**src/rtl/supv_pkg.sv**
```systemverilog
// Package: shared types for the supervisory reset generator.
// Assumes: nothing beyond IEEE 1800-2017.
package supv_pkg;

    // Debounced view of the pushbutton.
    typedef enum logic {
        BTN_IDLE    = 1'b0,
        BTN_HELD    = 1'b1
    } btn_state_t;

    // Width needed to hold values 0..max_val.
    function automatic int unsigned cnt_width(input int unsigned max_val);
        return (max_val < 2) ? 1 : $clog2(max_val + 1);
    endfunction

endpackage

```
**src/rtl/supv_sync.sv**
```systemverilog
// Module: supv_sync
// Brings an asynchronous level into the clock domain through a chain of
// flops. Assumes STAGES >= 2 and that the input is a slow level.
// All flops reset to RESET_VAL.
module supv_sync #(
    parameter int unsigned STAGES    = 2,
    parameter logic        RESET_VAL = 1'b1
) (
    input  logic clk,
    input  logic rst_n,
    input  logic d_async,
    output logic q_sync
);

    logic [STAGES-1:0] chain_q;

    generate
        for (genvar s = 0; s < STAGES; s++) begin : g_stage
            if (s == 0) begin : g_first
                // First stage: capture the raw asynchronous input.
                always_ff @(posedge clk) begin
                    if (!rst_n) chain_q[0] <= RESET_VAL;
                    else        chain_q[0] <= d_async;
                end
            end else begin : g_next
                // Later stages: shift the captured value along the chain.
                always_ff @(posedge clk) begin
                    if (!rst_n) chain_q[s] <= RESET_VAL;
                    else        chain_q[s] <= chain_q[s-1];
                end
            end
        end
    endgenerate

    assign q_sync = chain_q[STAGES-1];

endmodule

```
**src/rtl/supv_debounce.sv**
```systemverilog
// Module: supv_debounce
// Turns the synchronized active-low button level into a clean "held" flag.
// A level change must persist for RUN_TICKS consecutive ticks before the
// state flips. Any sample that matches the current state restarts the run.
// Assumes btn_lvl is already synchronous to clk.
module supv_debounce
    import supv_pkg::*;
#(
    parameter int unsigned RUN_TICKS = 20
) (
    input  logic clk,
    input  logic rst_n,
    input  logic tick,
    input  logic btn_lvl,
    output logic held
);

    localparam int unsigned CW = cnt_width(RUN_TICKS);
    localparam logic [CW-1:0] LAST = CW'(RUN_TICKS - 1);

    btn_state_t    state_q;
    logic [CW-1:0] run_q;
    logic          differs;

    // A sample "differs" when it points at the other debounced state.
    always_comb begin
        if (state_q == BTN_IDLE) differs = ~btn_lvl;
        else                     differs = btn_lvl;
    end

    // Count consecutive differing ticks; flip the state at the end of a run.
    always_ff @(posedge clk) begin
        if (!rst_n) begin
            state_q <= BTN_IDLE;
            run_q   <= '0;
        end else if (!differs) begin
            run_q   <= '0;
        end else if (tick) begin
            if (run_q == LAST) begin
                state_q <= (state_q == BTN_IDLE) ? BTN_HELD : BTN_IDLE;
                run_q   <= '0;
            end else begin
                run_q   <= run_q + 1'b1;
            end
        end
    end

    assign held = (state_q == BTN_HELD);

    // The run counter never reaches the run length itself.
    p_run_bound_r5: assert property (@(posedge clk) disable iff (!rst_n)
        run_q <= LAST)
        else $error("run counter out of range");

    // A press is recognized only at the end of a full low run on a tick.
    p_press_after_run_r5: assert property (@(posedge clk) disable iff (!rst_n)
        $rose(held) |-> ($past(!btn_lvl) && $past(tick) && $past(run_q) == LAST))
        else $error("press recognized without a full low run");

    // A release is recognized only at the end of a full high run on a tick.
    p_release_after_run_r6: assert property (@(posedge clk) disable iff (!rst_n)
        $fell(held) |-> ($past(btn_lvl) && $past(tick) && $past(run_q) == LAST))
        else $error("release recognized without a full high run");

endmodule

```
**src/rtl/supv_hold_timer.sv**
```systemverilog
// Module: supv_hold_timer
// Single hold-off counter shared by all reset causes. It reloads to
// HOLD_TICKS on any cycle with a cause present, and counts down on ticks
// otherwise. Reset is active while the count is nonzero. The counter
// starts loaded at system reset, which models power-up.
module supv_hold_timer
    import supv_pkg::*;
#(
    parameter int unsigned HOLD_TICKS = 250
) (
    input  logic clk,
    input  logic rst_n,
    input  logic tick,
    input  logic cause,
    output logic active
);

    localparam int unsigned CW = cnt_width(HOLD_TICKS);
    localparam logic [CW-1:0] FULL = CW'(HOLD_TICKS);

    logic [CW-1:0] left_q;

    // Reload on a cause, otherwise step down once per tick until empty.
    always_ff @(posedge clk) begin
        if (!rst_n) begin
            left_q <= FULL;
        end else if (cause) begin
            left_q <= FULL;
        end else if (tick && (left_q != '0)) begin
            left_q <= left_q - 1'b1;
        end
    end

    assign active = (left_q != '0);

    // Any cause leaves reset active on the following cycle.
    p_cause_active_r2: assert property (@(posedge clk) disable iff (!rst_n)
        cause |=> active)
        else $error("cause did not hold reset");

    // A cause always leaves a full hold-off, never a shortened one.
    p_full_reload_r8: assert property (@(posedge clk) disable iff (!rst_n)
        cause |=> (left_q == FULL))
        else $error("hold-off not reloaded");

    // Without a tick or a cause, the remaining time does not move.
    p_frozen_no_tick_r4: assert property (@(posedge clk) disable iff (!rst_n)
        (!cause && !tick) |=> $stable(left_q))
        else $error("hold-off moved without a tick");

    // Release happens only from the last unit, on a tick, with no cause.
    p_release_step_r3: assert property (@(posedge clk) disable iff (!rst_n)
        $fell(active) |-> ($past(tick) && !$past(cause) && $past(left_q) == CW'(1)))
        else $error("reset released early");

    p_left_bound_r3: assert property (@(posedge clk) disable iff (!rst_n)
        left_q <= FULL)
        else $error("hold-off counter overflow");

endmodule

```
**src/rtl/supv_reset_gen.sv**
```systemverilog
// Module: supv_reset_gen (top)
// Merges supply fault, debounced pushbutton and watchdog pulse into one
// cause, stretches it through a shared hold-off counter and drives a
// complementary reset pair. Assumes supply_ok and wdog_expire are
// synchronous to clk; button_n may be asynchronous.
module supv_reset_gen
    import supv_pkg::*;
#(
    parameter int unsigned HOLD_TICKS     = 250,
    parameter int unsigned DEBOUNCE_TICKS = 20,
    parameter int unsigned SYNC_STAGES    = 2
) (
    input  logic clk,
    input  logic rst_n,
    input  logic tick_ms,
    input  logic supply_ok,
    input  logic button_n,
    input  logic wdog_expire,
    output logic rst_hi,
    output logic rst_lo_n
);

    logic btn_lvl;
    logic btn_held;
    logic any_cause;
    logic hold_active;

    // Pushbutton into the clock domain.
    supv_sync #(
        .STAGES    (SYNC_STAGES),
        .RESET_VAL (1'b1)
    ) u_btn_sync (
        .clk     (clk),
        .rst_n   (rst_n),
        .d_async (button_n),
        .q_sync  (btn_lvl)
    );

    // Pushbutton debounce.
    supv_debounce #(
        .RUN_TICKS (DEBOUNCE_TICKS)
    ) u_btn_filter (
        .clk     (clk),
        .rst_n   (rst_n),
        .tick    (tick_ms),
        .btn_lvl (btn_lvl),
        .held    (btn_held)
    );

    // Merge every present cause into one request.
    always_comb begin
        any_cause = (~supply_ok) | btn_held | wdog_expire;
    end

    // Shared hold-off stretch.
    supv_hold_timer #(
        .HOLD_TICKS (HOLD_TICKS)
    ) u_hold (
        .clk    (clk),
        .rst_n  (rst_n),
        .tick   (tick_ms),
        .cause  (any_cause),
        .active (hold_active)
    );

    // Complementary output pair.
    assign rst_hi   = hold_active;
    assign rst_lo_n = ~hold_active;

    p_supply_fault_r2: assert property (@(posedge clk) disable iff (!rst_n)
        !supply_ok |=> (rst_hi && !rst_lo_n))
        else $error("supply fault did not assert reset");

    p_wdog_pulse_r7: assert property (@(posedge clk) disable iff (!rst_n)
        wdog_expire |=> rst_hi)
        else $error("watchdog pulse did not assert reset");

    p_button_held_r5: assert property (@(posedge clk) disable iff (!rst_n)
        btn_held |=> rst_hi)
        else $error("held button did not assert reset");

    p_power_up_r1: assert property (@(posedge clk)
        !rst_n |=> rst_hi)
        else $error("system reset did not assert reset");

endmodule

```
**config.mk**
```make
export PLATFORM = sky130hd
export DESIGN_NAME = supv_reset_gen
export DESIGN_NICKNAME = d
export VERILOG_FILES = /design/src/rtl/supv_pkg.sv /design/src/rtl/supv_sync.sv /design/src/rtl/supv_debounce.sv /design/src/rtl/supv_hold_timer.sv /design/src/rtl/supv_reset_gen.sv
export SDC_FILE = /design/constraint.sdc
export NUM_CORES = 1
export LEC_CHECK = 0
export BUFFER_PORTS_ARGS = -buffer_cell sky130_fd_sc_hd__clkbuf_2
export CAP_MARGIN = 15
export CORE_MARGIN = 5
export CORE_UTILIZATION = 50
export DETAILED_ROUTE_END_ITERATION = 8
export GPL_ROUTABILITY_DRIVEN = 0
export PLACE_DENSITY = 0.67
export SETUP_SLACK_MARGIN = 0.02
export SLEW_MARGIN = 10
export SYNTH_ARGS = -nofsm -noshare
export SYNTH_HDL_FRONTEND = slang
export SYNTH_SLANG_ARGS = --single-unit
```
**constraint.sdc**
```tcl
create_clock -name clk -period 1.9 [get_ports clk]
set_clock_uncertainty 0.05 [all_clocks]
set_input_delay 0.095 -clock clk [delete_from_list [all_inputs] [get_ports clk]]
set_output_delay 0.095 -clock clk [all_outputs]
set_load 0.02 [all_outputs]
```
==> run_results.csv <==
group,metric,value,unit
place,io_buffers,7,
critical_path,startpoint_type,"flip-flop",
pwr,power.total,0.593,mW
die,fp.coreArea,1510,sq um
min_path,min-delay-start,"rst_n",
grt,grt_max_degree,11,
sta,finalSetupTns,0,ps
grt,met1_usage,15.7,%
yosys,synth_top_area_share,40.7,%
sta,hold_viol_final,0,
grt,gr-total-overflow,0,
grt,grt_util_met3,3.92,%
run,drv_cap,0,
grt,grt_pass1_vias,602,
grt,grt_busiest_layer,"met2",
min_path,min_path_type,"input pin to flip-flop",
critical_path,crit_path_end_kind,"primary output",
critical_path,cpPeakStageDelay,330,ps
place,dpl_cell_area,846,sq um
min_path,hold_path_depth,2,
yosys,synth_top_cell_by_area,"dfxtp_1",
routing,vias,626,
grt,grt_pass1_wl,2530,um
cts,tritoncts,"yes",
cts,path_clk_slew,90,ps
routing,drt_pre_antenna_iters,4,
cts,clkSinkCount,16,
routing,antenna_left,0,
yosys,synth_seq_cells,16,
routing,viasPerCell,5.59,
yosys,syn_nets,91,
critical_path,crit_path_top_delay_cell,"dfxtp_1",
critical_path,path_class,"flip-flop to primary output",
sta,fin_crit_sh,87.3,%
die,die-area,2470,sq um
grt,use_met2,21.0,%
sta,worst-slew-pin-transition,313,ps
routing,drt_iter0_markers,10,
critical_path,reg2regPathDepth,4,
min_path,min_to,"u_btn_sync.chain_q[0]$_SDFF_PN1_",
yosys,synth_ff_type,"dfxtp_1",
sta,setup_violations,0,
yosys,async_flop_share,0,%
cts,clock_path_buffers,2,
pwr,vdd_drop_max,0.000378,V
cells_and_area,syn_to_final_growth,14.8,%
sta,rsz0062_at_grt,"no",
routing,routedWlPerCell,12.5,um
cells_and_area,fin_nets,105,
yosys,synth-edff-count,0,
yosys,avgSynthCellArea,9.48,sq um
sta,fmax,603,MHz
cells_and_area,drive_gt1_share,21.9,%
status,status,"finished clean",
critical_path,path_max_fanout,4,
grt,grt.total_usage,12.8,%
die,ioPinCount,8,
die,initial_core_util,52.2,%
critical_path,worstReg2RegEnd,"u_hold.left_q[6]$_SDFFE_PP1P_",
sta,hold-worst-slack,7.85,ps
die,num_rows,14,
cells_and_area,final_common_cell,"dfxtp_1",
routing,route.detailed.drc,0,
yosys,ys_seq_area_share,40.7,%
critical_path,worstPathArrival,1510,ps
cells_and_area,design_area,903,sq um
yosys,syn_area,787,sq um
die,die_height,49.7,um
pwr,leakagePower,0.337,nW
yosys,netlist-cell-type-count,36,
yosys,ys_top_cells_by_area,"dfxtp_1 (41%), nand2_1 (4.8%), mux2i_1 (3.8%), ha_1 (3.2%), a21oi_1 (2.5%)",
yosys,ys_warn_count,0,
cts,clk_latency,280,ps
cts,cts.htree.levels,1,
routing,totalWireLength,1400,um
sta,slew_violations,0,
cts,cts_root_buf,"clkbuf_4",
critical_path,required,1750,ps
critical_path,r2r_slack,270,ps
die,die_w,49.7,um
pwr,power_density,657,nW/um^2
grt,antenna_found_initial,0,
cts,cts_buffers,3,
cells_and_area,antenna_cells,0,
sta,relSlewSlack,79.1,%
sta,period_minus_slack,1660,ps
yosys,syn_inst,83,
critical_path,path_cells,"inv_1, ha_1, nor3b_4, nand2_1, inv_1, clkbuf_2",
cells_and_area,mostFrequentLayoutCells,"dfxtp_1 (16), nand2_1 (10), clkbuf_2 (7)",
critical_path,r2r-start,"u_hold.left_q[0]$_SDFFE_PP0P_",
critical_path,crit_path_frequent_cell,"inv_1",
place,dpl.hpwl,1070,um
per-stage QoR:
stage	setup WS (ps)	utilization, %	instances
floorplan	196	-	83
global placement	298	56.1	107
detailed placement	225	56.1	107
CTS	178	59.6	112
global route	76.1	60.0	112
finish	242	60.0	112
critical path: cells and delay by family (launching register included):
kind                     cells  cell delay, ps
adder cells (fa/ha/maj)      1             190
AND/OR/NAND/NOR              2             400
flip-flops                   1             330
buffers and inverters        3             320
logic make-up after synthesis:
group / after synthesis / synth area share, %
XOR/XNOR: 3 / 3.34
AND/OR/NAND/NOR: 35 / 27.8
adder cells (fa/ha/maj): 2 / 3.18
flip-flops: 16 / 40.7
multiplexers: 4 / 5.25
buffers and inverters: 6 / 3.82
AO/OA/AOI/OAI: 17 / 15.9
synth_stat cells (all sizes together) (2+ instances only):
cell type  number
dfxtp          16
nand2          10
inv             5
a21oi           4
nor2            4
o21ai           4
mux2i           3
nand2b          3
a211o           2
ha              2
nor2b           2
or2             2
or4             2
xnor2           2
sequential cells by signal, summed over array words and instances (netlist names):
signal,flops
u_btn_sync.chain_q,1
u_hold.left_q,8
u_btn_filter.held,1
u_btn_filter.run_q,5
u_btn_sync.q_sync,1
how the worst max path moves through the flow:
stage	startpoint	endpoint	slack, ps	depth (start not counted)
6_report	u_hold.left_q[0]$_SDFFE_PP0P_	rst_lo_n	240	6
5_1_grt	u_hold.left_q[0]$_SDFFE_PP0P_	rst_lo_n	80	6
4_1_cts	u_hold.left_q[0]$_SDFFE_PP0P_	rst_lo_n	180	6
3_5_place_dp	u_hold.left_q[0]$_SDFFE_PP0P_	u_hold.left_q[1]$_SDFFE_PP1P_	220	5
3_3_place_gp	u_hold.left_q[0]$_SDFFE_PP0P_	u_hold.left_q[1]$_SDFFE_PP1P_	300	5
2_1_floorplan	u_hold.left_q[0]$_SDFFE_PP0P_	u_hold.left_q[3]$_SDFFE_PP1P_	200	6
per-layer routing:
| layer | vias up | share of wire (%) |
|---|---|---|
| li1 | 326 | - |
| met1 | 287 | 44 |
| met2 | 13 | 51 |
| met3 | 0 | 4.7 |
| met4 | 0 | 0 |
| met5 | - | 0 |
area by class of cell:
type                            instances  area, sq um
Clock buffer                            4         36.3
Multi-Input combinational cell         61          448
Sequential cell                        16          320
Tap cell                               16         20.0
Inverter                                5         18.8
Timing Repair Buffer                   10         60.1
Fill cell                             143          603
timing repair:
item / in CTS / in global routing
hold endpoints to repair: 1 / 0
setup endpoints to repair: 1 / 1
gates resized for setup: 1 / 1
pin swaps: 0 / 0
hold buffers: 1 / 0
setup buffers: 0 / 0
report_power, final:
part	internal (mW)	leakage [nW]	switching [mW]	total [mW]
clock network	0.116	0.0210	0.103	0.219
registers	0.339	0.130	0.00215	0.341
logic	0.0172	0.187	0.0156	0.0328
total	0.472	0.337	0.121	0.593
Power figures use the tool's default switching activity.
